`src/rtl/arrsum_pkg.sv`:
```
package arrsum_pkg;

  typedef enum logic [2:0] {
    ST_IDLE  = 3'd0,
    ST_CLEAR = 3'd1,
    ST_CHECK = 3'd2,
    ST_FETCH = 3'd3,
    ST_GRAB  = 3'd4,
    ST_ADD   = 3'd5,
    ST_STEP  = 3'd6,
    ST_FIN   = 3'd7
  } seq_state_t;

endpackage

```
`src/rtl/arrsum_ctrl.sv`:
```
module arrsum_ctrl
  import arrsum_pkg::*;
(
  input  logic clk,
  input  logic rst_n,
  input  logic start,
  input  logic idx_below,
  output logic clr_en,
  output logic rd_en,
  output logic cap_en,
  output logic add_en,
  output logic inc_en,
  output logic fin
);

  seq_state_t state_q, state_d;

  always_comb begin
    state_d = state_q;
    case (state_q)
      ST_IDLE:  if (start) state_d = ST_CLEAR;
      ST_CLEAR: state_d = ST_CHECK;
      ST_CHECK: state_d = idx_below ? ST_FETCH : ST_FIN;
      ST_FETCH: state_d = ST_GRAB;
      ST_GRAB:  state_d = ST_ADD;
      ST_ADD:   state_d = ST_STEP;
      ST_STEP:  state_d = ST_CHECK;
      ST_FIN:   if (start) state_d = ST_CLEAR;
      default:  state_d = ST_IDLE;
    endcase
  end

  always_ff @(posedge clk or negedge rst_n) begin
    if (!rst_n) state_q <= ST_IDLE;
    else        state_q <= state_d;
  end

  assign clr_en = (state_q == ST_CLEAR);
  assign rd_en  = (state_q == ST_FETCH);
  assign cap_en = (state_q == ST_GRAB);
  assign add_en = (state_q == ST_ADD);
  assign inc_en = (state_q == ST_STEP);
  assign fin    = (state_q == ST_FIN);


  capture_follows_read_chk: assert property (@(posedge clk) disable iff (!rst_n)
    rd_en |=> cap_en && !rd_en);


  busy_start_ignored_chk: assert property (@(posedge clk) disable iff (!rst_n)
    (start && !fin && state_q != ST_IDLE) |=> !clr_en);

endmodule

```
`src/rtl/arrsum_dpath.sv`:
```
module arrsum_dpath #(
  parameter int DATA_W       = 8,
  parameter int WORDS        = 128,
  parameter bit SHARED_ADDER = 1'b0,
  localparam int ADDR_W = (WORDS > 1) ? $clog2(WORDS) : 1,
  localparam int IDX_W  = ADDR_W + 1,
  localparam int ACC_W  = DATA_W + ADDR_W
) (
  input  logic              clk,
  input  logic              rst_n,
  input  logic              clr_en,
  input  logic              cap_en,
  input  logic              add_en,
  input  logic              inc_en,
  input  logic [DATA_W-1:0] rdata,
  output logic              idx_below,
  output logic [ADDR_W-1:0] addr,
  output logic [ACC_W-1:0]  acc
);

  logic [ACC_W-1:0]  acc_q, acc_d, acc_sum;
  logic [IDX_W-1:0]  idx_q, idx_d, idx_sum;
  logic [DATA_W-1:0] dat_q, dat_d;
  logic              acc_ce, idx_ce, dat_ce;

  generate
    if (SHARED_ADDER) begin : g_one_adder
      logic [ACC_W-1:0] op_a, op_b, res;
      assign op_a    = inc_en ? ACC_W'(idx_q) : acc_q;
      assign op_b    = inc_en ? ACC_W'(1)     : ACC_W'(dat_q);
      assign res     = op_a + op_b;
      assign acc_sum = res;
      assign idx_sum = res[IDX_W-1:0];


      one_op_per_cycle_chk: assert property (@(posedge clk) disable iff (!rst_n)
        !(add_en && inc_en));
    end else begin : g_two_adders
      assign acc_sum = acc_q + ACC_W'(dat_q);
      assign idx_sum = idx_q + IDX_W'(1);
    end
  endgenerate

  // 2-to-1 selects: clear value or computed value
  assign acc_d  = clr_en ? '0 : acc_sum;
  assign idx_d  = clr_en ? '0 : idx_sum;
  assign dat_d  = clr_en ? '0 : rdata;
  assign acc_ce = clr_en | add_en;
  assign idx_ce = clr_en | inc_en;
  assign dat_ce = clr_en | cap_en;

  always_ff @(posedge clk or negedge rst_n) begin
    if (!rst_n)      acc_q <= '0;
    else if (acc_ce) acc_q <= acc_d;
  end

  always_ff @(posedge clk or negedge rst_n) begin
    if (!rst_n)      idx_q <= '0;
    else if (idx_ce) idx_q <= idx_d;
  end

  always_ff @(posedge clk or negedge rst_n) begin
    if (!rst_n)      dat_q <= '0;
    else if (dat_ce) dat_q <= dat_d;
  end

  assign idx_below = (idx_q < IDX_W'(WORDS));
  assign addr      = idx_q[ADDR_W-1:0];
  assign acc       = acc_q;


  clear_zeroes_chk: assert property (@(posedge clk) disable iff (!rst_n)
    clr_en |=> (acc_q == '0) && (idx_q == '0));


  acc_step_chk: assert property (@(posedge clk) disable iff (!rst_n)
    add_en |=> acc_q == $past(acc_q) + ACC_W'($past(dat_q)));


  idx_step_chk: assert property (@(posedge clk) disable iff (!rst_n)
    inc_en |=> idx_q == $past(idx_q) + IDX_W'(1));

endmodule

```
`src/rtl/arrsum_engine.sv`:
```
module arrsum_engine #(
  parameter int DATA_W       = 8,
  parameter int WORDS        = 128,
  parameter bit SHARED_ADDER = 1'b0,
  localparam int ADDR_W = (WORDS > 1) ? $clog2(WORDS) : 1,
  localparam int ACC_W  = DATA_W + ADDR_W
) (
  input  logic              clk,
  input  logic              rst_n,
  input  logic              start,
  output logic [ADDR_W-1:0] mem_addr,
  output logic              mem_rd,
  input  logic [DATA_W-1:0] mem_rdata,
  output logic [ACC_W-1:0]  sum,
  output logic              done
);

  logic [1:0] rst_sync_q;
  logic       core_rst_n;
  logic       clr_en, cap_en, add_en, inc_en, idx_below;

  always_ff @(posedge clk or negedge rst_n) begin
    if (!rst_n) rst_sync_q <= 2'b00;
    else        rst_sync_q <= {rst_sync_q[0], 1'b1};
  end
  assign core_rst_n = rst_sync_q[1];

  arrsum_ctrl u_ctrl (
    .clk       (clk),
    .rst_n     (core_rst_n),
    .start     (start),
    .idx_below (idx_below),
    .clr_en    (clr_en),
    .rd_en     (mem_rd),
    .cap_en    (cap_en),
    .add_en    (add_en),
    .inc_en    (inc_en),
    .fin       (done)
  );

  arrsum_dpath #(
    .DATA_W       (DATA_W),
    .WORDS        (WORDS),
    .SHARED_ADDER (SHARED_ADDER)
  ) u_dpath (
    .clk       (clk),
    .rst_n     (core_rst_n),
    .clr_en    (clr_en),
    .cap_en    (cap_en),
    .add_en    (add_en),
    .inc_en    (inc_en),
    .rdata     (mem_rdata),
    .idx_below (idx_below),
    .addr      (mem_addr),
    .acc       (sum)
  );


  done_hold_chk: assert property (@(posedge clk) disable iff (!core_rst_n)
    (done && !start) |=> done && $stable(sum));


  idle_quiet_chk: assert property (@(posedge clk) disable iff (!core_rst_n)
    done |-> !mem_rd);

endmodule

```
`config.mk`:
```
export PLATFORM = sky130hd
export DESIGN_NAME = arrsum_engine
export DESIGN_NICKNAME = d
export VERILOG_FILES = /design/src/rtl/arrsum_pkg.sv /design/src/rtl/arrsum_ctrl.sv /design/src/rtl/arrsum_dpath.sv /design/src/rtl/arrsum_engine.sv
export SDC_FILE = /design/constraint.sdc
export NUM_CORES = 1
export LEC_CHECK = 0
export CAP_MARGIN = 20
export CORE_ASPECT_RATIO = 0.75
export CORE_MARGIN = 4
export CORE_UTILIZATION = 55
export CTS_BUF_LIST = sky130_fd_sc_hd__clkbuf_8
export DETAILED_ROUTE_END_ITERATION = 10
export PLACE_DENSITY = 0.8
export SYNTH_ARGS = -nofsm -noshare
export SYNTH_HDL_FRONTEND = slang
export SYNTH_SLANG_ARGS = --single-unit
```
`constraint.sdc`:
```
create_clock -name clk -period 1.64 [get_ports clk]
set_clock_uncertainty 0.2 [all_clocks]
set_input_delay 0.41 -clock clk [delete_from_list [all_inputs] [get_ports clk]]
set_output_delay 0.41 -clock clk [all_outputs]
set_load 0.02 [all_outputs]
```
==> flow_summary.json, run 1 <==
{
  "cts_made_buffers": 5,
  "antenna_found_initial": 0,
  "fp-row-count": 18,
  "grt_max_degree": 34,
  "clockRootBuffer": "clkbuf_8",
  "synth_top_area_cell": "dfrtp_1",
  "place.gp.congestion": 0.892,
  "worst_endpoint_kind": "register data pin",
  "hpwl_um": 4320,
  "cts_buffer_depth": 2,
  "cts.sinks": 36,
  "syn_nets": 246,
  "outcome": "aborted with a tool error",
  "synth-edff-count": 0,
  "yosysWarnings": 0,
  "ios": 35,
  "ys_ff_latch": 36,
  "synth-seq-area-share": 0.443,
  "synth-main-ff-cell": "dfrtp_1",
  "error": "[ERROR DPL-0033] detailed placement checks failed during check placement.",
  "lastStage": "global routing (5_1_grt)",
  "die_w_um": 78.3,
  "synth_cells": 225,
  "postGrtWorstEndpoint": "u_dpath.acc[14]$_DFFE_PN0P_/D",
  "synth_area_leaders": "dfrtp_1, o21ai_0, nand2_1",
  "netlist_area_um2": 2040,
  "synth_cell_types": 39,
  "io_buffer_count": 34,
  "ys_async_sr_fraction": 1.00,
  "cts-htree-levels": 2,
  "dieHeight_um": 60.7,
  "start_util": 0.595,
  "synth_top_area_share": 0.443,
  "syn_area_per_cell_um2": 9.05
}
## Yosys cell counts, drive strengths merged (3+ instances only)
cell type / n
dfrtp: 36
nand2: 33
o21ai: 33
buf: 13
nor2: 13
a21oi: 12
nand3: 10
ha: 9
a22oi: 8
inv: 6
nand4: 5
o31ai: 5
xor2: 4
a211oi: 3
and3: 3
clkbuf: 3
nand2b: 3
o211ai: 3
or3: 3
## stage by stage
step / setup TNS [ns] / instance area (um2) / cells / hold WS [ns] / setup WS (ns)
2_1_floorplan: -2.89 / 2180 / 225 / -0.0856 / -0.414
3_3_place_gp: -3.79 / 2870 / 346 / -0.190 / -0.378
3_5_place_dp: -4.71 / 2870 / 346 / -0.187 / -0.463
4_1_cts: -4.09 / 3090 / 359 / 0.0918 / -0.461
## cell families after synthesis
family | synth area share
muxes | 0.00983
DFF | 0.443
and+or+nand+nor | 0.175
buffers and inverters | 0.0602
xor gates and xnor gates | 0.0258
AOI/OAI and AO/OA | 0.219
adders and majority gates | 0.0652
other | 0.00184
## repair_timing
| action | in CTS |
|---|---|
| endpoints found under the setup margin | 53 |
| gates resized for setup | 83 |
| buffers inserted | 4 |
| endpoints found under the hold margin | 1 |
| hold buffers | 1 |
| pin swaps | 14 |
==> run 2, diff against run 1 <==
--- a/config.mk
+++ b/config.mk
@@ -6,12 +6,10 @@
 export NUM_CORES = 1
 export LEC_CHECK = 0
 export CAP_MARGIN = 20
-export CORE_ASPECT_RATIO = 0.75
 export CORE_MARGIN = 4
-export CORE_UTILIZATION = 55
-export CTS_BUF_LIST = sky130_fd_sc_hd__clkbuf_8
+export CORE_UTILIZATION = 40
 export DETAILED_ROUTE_END_ITERATION = 10
-export PLACE_DENSITY = 0.8
+export PLACE_DENSITY_LB_ADDON = 0.15
 export SYNTH_ARGS = -nofsm -noshare
 export SYNTH_HDL_FRONTEND = slang
 export SYNTH_SLANG_ARGS = --single-unit
==> run 2 against run 1 <==
The flow now finishes, with violations (negative setup slack). Synthesized cell count is the same. Area after synthesis is the same.
==> flow_summary.json, run 2 <==
{
  "synth_area_leaders": "dfrtp_1, o21ai_0, nand2_1",
  "cp_max_fo": 5,
  "final_util": 0.669,
  "synth-edff-count": 0,
  "outcome": "finished, violations left",
  "netlist_area_um2": 2040,
  "first_global_vias": 1956,
  "r2r_end": "u_dpath.acc[12]",
  "synth-seq-area-share": 0.443,
  "post_drt_wl_per_cell_um": 13.9,
  "rsz0062_at_grt": "true",
  "fin_crit_sh": 1.28,
  "finalCriticalPeriod_ns": 2.11,
  "synth-main-ff-cell": "dfrtp_1",
  "antenna_found_initial": 0,
  "synth_cell_types": 39,
  "num-nets-final": 341,
  "ys_async_sr_fraction": 1.00,
  "critPathRequiredTime_ns": 1.66,
  "rrSetupSlack_ns": -0.47,
  "cts_tree": "done",
  "leakage_nw": 1.45,
  "place.gp.congestion": 0.809,
  "synth_top_area_cell": "dfrtp_1",
  "place_ws_ns": -0.447,
  "synth_common_cells": "dfrtp_1, nand2_1, o21ai_0",
  "largest_register_ffs": 15,
  "finalWorstSetupSlack_ns": -0.465,
  "grt_pass1_wl_um": 9180,
  "crit_chain": "ha_4, inv_2, fa_2, nand2b_4, a21oi_4, o21ai_4, or3_1, a21oi_2",
  "cp_slowest_stage_delay_ns": 0.40,
  "drtAntennaViolNets": 0,
  "synth-compound-area-share": 0.219,
  "yosysMostFrequentCell": "dfrtp_1",
  "drv_slew": 0,
  "r2r_cells": 8,
  "synth_adder_area_share": 0.0652,
  "synth_cells": 225,
  "die_area_um2": 6290,
  "syn_to_final_growth_pct": 58.2,
  "grt_max_degree": 35,
  "cp_slowest_cell": "dfrtp_2",
  "violations": "negative setup slack",
  "fp-row-count": 25,
  "final_common_cell": "buf_4",
  "first_iter_violations": 84,
  "synthMuxAreaShare": 0.00983,
  "cts_buffer_depth": 2,
  "ios": 35,
  "cts.sinks": 36,
  "r2r-start": "u_dpath.acc[0]",
  "hold_path.class": "input port to async pin",
  "grt_use_total": 0.187,
  "peakVddDrop_uv": 693,
  "synth_top_area_share": 0.443,
  "power_density_nw_per_um2": 1450,
  "worst_ep_arrival_time_ns": 2.13,
  "cap_violations": 0,
  "start_util": 0.423,
  "synth_top_family_by_area": "compound AO/OA/AOI/OAI gates",
  "dr.pass1.iters": 4,
  "setup_violations": 16,
  "cts-htree-levels": 2,
  "timing.fmax_ghz": 0.475,
  "syn_area_per_cell_um2": 9.05,
  "drc": 0,
  "yosysWarnings": 0,
  "cts_made_buffers": 5,
  "clkLatencyLatePin_ns": 0.29,
  "grt-ovfl-total": 0,
  "finalHoldViolations": 0,
  "viasPerCell": 5.09,
  "syn_nets": 246,
  "cp-start-kind": "register",
  "drive_gt1_frac": 0.399,
  "dieHeight_um": 79.3,
  "io_buffer_count": 34,
  "hpwl_um": 3840,
  "ys_ff_latch": 36,
  "diodes": 0,
  "vias": 1975,
  "most-common-layout-cells": "buf_4, nand2_1, dfrtp_1",
  "clockRootBuffer": "clkbuf_8",
  "clkTransAtPathRegs_ns": 0.07,
  "path_class": "register to register",
  "die_w_um": 79.3,
  "critical_path.endpoint_type": "register",
  "wirelength_um": 5390,
  "core_um2": 4820,
  "synth-simple-area-share": 0.175,
  "synth-xor-area-share": 0.0258
}
run 2: cell counts after synthesis:
Identical to the previous run, type by type.
run 2: cell type report:
class / instances / area [um2]
Sequential cell: 36 / 908
Clock buffer: 7 / 86.3
Fill cell: 391 / 1600
Inverter: 7 / 26.3
Clock inverter: 1 / 7.51
Timing Repair Buffer: 104 / 866
Tap cell: 67 / 83.8
Multi-Input combinational cell: 166 / 1240
run 2: kinds of logic after synthesis:
logic type | after synthesis
xor gates and xnor gates | 6
other | 1
adders and majority gates | 10
DFF | 36
buffers and inverters | 23
and+or+nand+nor | 76
muxes | 2
AOI/OAI and AO/OA | 71
run 2: what timing repair did:
| action | in CTS | in global routing |
|---|---|---|
| pin swaps | 12 | 19 |
| buffers inserted | 9 | 5 |
| gates resized for setup | 69 | 38 |
| hold buffers | 0 | 0 |
| endpoints found under the setup margin | 39 | 32 |
run 2: report_power, final:
| group | internal [mW] | switching [mW] |
|---|---|---|
| clock network | 0.341 | 0.327 |
| logic | 1.46 | 1.28 |
| registers | 1.08 | 0.178 |
run 2: how the worst max path moves through the flow:
stage | end | slack (ns) | from
2_1_floorplan | u_dpath.acc[14] | -0.41 | u_dpath.acc[0]
3_3_place_gp | u_dpath.acc[14] | -0.38 | u_dpath.dat_q[0]
3_5_place_dp | u_dpath.acc[12] | -0.45 | u_dpath.dat_q[0]
4_1_cts | u_dpath.acc[12] | -0.45 | u_dpath.dat_q[0]
5_1_grt | u_dpath.acc[12] | -0.55 | u_dpath.dat_q[0]
6_report | u_dpath.acc[12] | -0.47 | u_dpath.acc[0]
run 2: metrics by stage:
stage                     instance area (um2)  power, mW  std cells  hold slack (ns)  setup TNS (ns)
after CTS                                3070       4.42        384           0.0714           -3.87
after global placement                   2930       3.68        367           0.0905           -3.89
after detailed placement                 2930       3.75        367            0.108           -4.40
after global routing                     3220       4.99        388           0.0766           -5.50
final                                    3220       4.66        388           0.0758           -4.19
after floorplan                          2180       2.63        225          -0.0856           -2.89
run 2: critical path, delay by kind of cell (launching register included):
family,cells,cell delay [ns]
AO/OA/AOI/OAI,3,0.42
adder cells (fa/ha/maj),2,0.49
buffers and inverters,1,0.04
flip-flops,1,0.40
AND/OR/NAND/NOR,2,0.51
run 2: routing by layer:
| layer | global-route usage | part of all wire |
|---|---|---|
| met4 | 0.0704 | 0.013 |
| met2 | 0.294 | 0.48 |
| met5 | 0 | 0 |
| met1 | 0.254 | 0.46 |
| met3 | 0.0351 | 0.044 |
(Power assumes the default switching activity.)
==> run 3, diff against run 2 <==
--- a/config.mk
+++ b/config.mk
@@ -9,6 +9,7 @@
 export CORE_MARGIN = 4
 export CORE_UTILIZATION = 40
 export DETAILED_ROUTE_END_ITERATION = 10
+export GPL_TIMING_DRIVEN = 0
 export PLACE_DENSITY_LB_ADDON = 0.15
 export SYNTH_ARGS = -nofsm -noshare
 export SYNTH_HDL_FRONTEND = slang
==> run 3 against run 2 <==
Fmax grew 2.3%. Register-to-register slack gained 0.05 ns. Via count grew 2.2%. Highest routed layer unchanged. The run still ends with negative setup slack left. Routed wire length grew 4.0%. Clock power shrank 10%. Flip-flop and latch count is the same. Sequential share of layout area grew 0.49 points. Critical path depth is the same. Worst hold slack gained 0.0074 ns. Power shrank 7.0%. Critical path type unchanged. Utilization shrank 0.60 points. Die area is the same.
==> flow_summary.json, run 3 (synthesis gave the netlist of run 2 again) <==
{
  "tightest_slew_ns": 0.743,
  "hpwl_um": 3420,
  "grt_max_degree": 35,
  "dr.pass1.iters": 4,
  "cp-start-kind": "register",
  "fin_crit_sh": 1.26,
  "drive_gt1_frac": 0.446,
  "finalPower_mw": 4.34,
  "p_int_mw": 2.59,
  "cts_made_buffers": 5,
  "setup_violations": 18,
  "first_global_vias": 1829,
  "pwr-share-seq": 0.308,
  "most-common-layout-cells": "buf_4, nand2_1, dfrtp_1",
  "tns_ns": -4.63,
  "dieHeight_um": 79.3,
  "hold_path.class": "input port to async pin",
  "die_area_um2": 6290,
  "pwr-share-clk": 0.139,
  "clkLatencyLatePin_ns": 0.29,
  "violations": "negative setup slack",
  "combPwrFrac": 0.553,
  "worst_ep_arrival_time_ns": 2.08,
  "critPathRequiredTime_ns": 1.66,
  "place.gp.congestion": 0.745,
  "largest_register_ffs": 15,
  "cap_violations": 0,
  "p_switching_mw": 1.75,
  "clkTransAtPathRegs_ns": 0.07,
  "cts_tree": "done",
  "timing.fmax_ghz": 0.486,
  "antenna_found_initial": 0,
  "grt_use_total": 0.178,
  "cts_buffer_depth": 2,
  "cts-htree-levels": 2,
  "final_common_cell": "buf_4",
  "grt_pass1_wl_um": 8780,
  "swShare": 0.403,
  "first_iter_violations": 89,
  "drv_slew": 0,
  "fillCellCount": 411,
  "final_util": 0.663,
  "max-slew-margin-rel": 0.505,
  "ios": 35,
  "rsz0062_at_grt": "true",
  "peakVddDrop_uv": 709,
  "diodes": 0,
  "wirelength_um": 5610,
  "vias": 2019,
  "clockRootBuffer": "clkbuf_8",
  "finalCriticalPeriod_ns": 2.06,
  "cts.sinks": 36,
  "outcome": "finished, violations left",
  "syn_to_final_growth_pct": 56.8,
  "cp_max_fo": 5,
  "leakage_nw": 1.43,
  "post_drt_wl_per_cell_um": 14.8,
  "drtAntennaViolNets": 0,
  "io_buffer_count": 34,
  "finalWorstSetupSlack_ns": -0.419,
  "critical_path.endpoint_type": "register",
  "finalHoldViolations": 0,
  "core_um2": 4820,
  "start_util": 0.423,
  "viasPerCell": 5.33,
  "drc": 0,
  "grt-ovfl-total": 0,
  "num-nets-final": 333,
  "fp-row-count": 25,
  "die_w_um": 79.3,
  "power_density_nw_per_um2": 1360,
  "path_class": "register to register",
  "fin_hold_ws_ns": 0.0832
}
==> run 3: changes by cell type in the layout (fill, tap and decap cells not counted), sizes merged <==
cell	change
buf	-10
clkbuf	+7
clkdlybuf4s15	+1
clkinvlp	-1
dlygate4sd2	-7
inv	-1
clkinv	+2
==> run 3: critical path: stages, from the launching register on <==
cell and delay [ns]:
dfrtp_2 0.39, ha_4 0.14, inv_2 0.03, fa_2 0.35
nand2b_4 0.17, a21oi_4 0.18, o21ai_4 0.08, or3_4 0.34
a21oi_2 0.11
==> run 3: cell type report <==
type,count,area [um2],share of cell area
multi-input cells,166,1270,0.397
flip-flops and latches,36,916,0.287
repair buffers,83,663,0.208
plain buffers,13,150,0.0470
well taps,67,83.8,0.0263
clock buffers,6,72.6,0.0227
inverters,7,33.8,0.0106
clock inverters,1,5.00,0.00157
==> run 3: power by group through the flow <==
stage               clock, mW  combinational [mW]  sequential (mW)
global placement            0                1.86             1.36
detailed placement          0                1.88             1.37
finish                  0.602                2.40             1.34
floorplan                   0                1.10             1.53
global route            0.664                2.57             1.38
CTS                     0.612                2.14             1.35
==> run 3: what timing repair did <==
action,CTS,global route
hold endpoints to repair,0,0
setup buffers,29,21
endpoints found under the setup margin,50,36
resized for setup,122,24
hold buffers,0,0
pin swaps,19,15
==> run 3: worst paths after layout <==
path	to	startpoint	cells after the start	slack, ns
max	u_dpath.acc[14]	u_dpath.acc[0]	8	-0.42
min	rst_sync_q[0]	rst_n	1	0.08
max reg2reg	u_dpath.acc[14]	u_dpath.acc[0]	8	-0.42
min reg2reg	u_dpath.acc[5]	rst_sync_q[1]	0	0.14
max in group asynchronous	u_dpath.acc[4]	rst_sync_q[1]	0	0.58
min in group clk	rst_sync_q[1]	rst_sync_q[0]	0	0.17
==> run 3: metrics by stage <==
stage	cell area, um2	std cells	setup WS, ns
2_1_floorplan	2180	225	-0.414
3_3_place_gp	2600	326	-0.755
3_5_place_dp	2600	326	-0.736
4_1_cts	3020	360	-0.393
5_1_grt	3190	379	-0.545
6_report	3190	379	-0.419
==> run 3: metal layers <==
metal | routed length (um) | global-route usage | vias up | part of all wire
met1 | 2520 | 0.246 | 970 | 0.45
met5 | 0 | 0 | - | 0
li1 | - | - | 972 | -
met3 | 361 | 0.0363 | 11 | 0.064
met2 | 2580 | 0.279 | 66 | 0.46
met4 | 148 | 0.0567 | 0 | 0.026
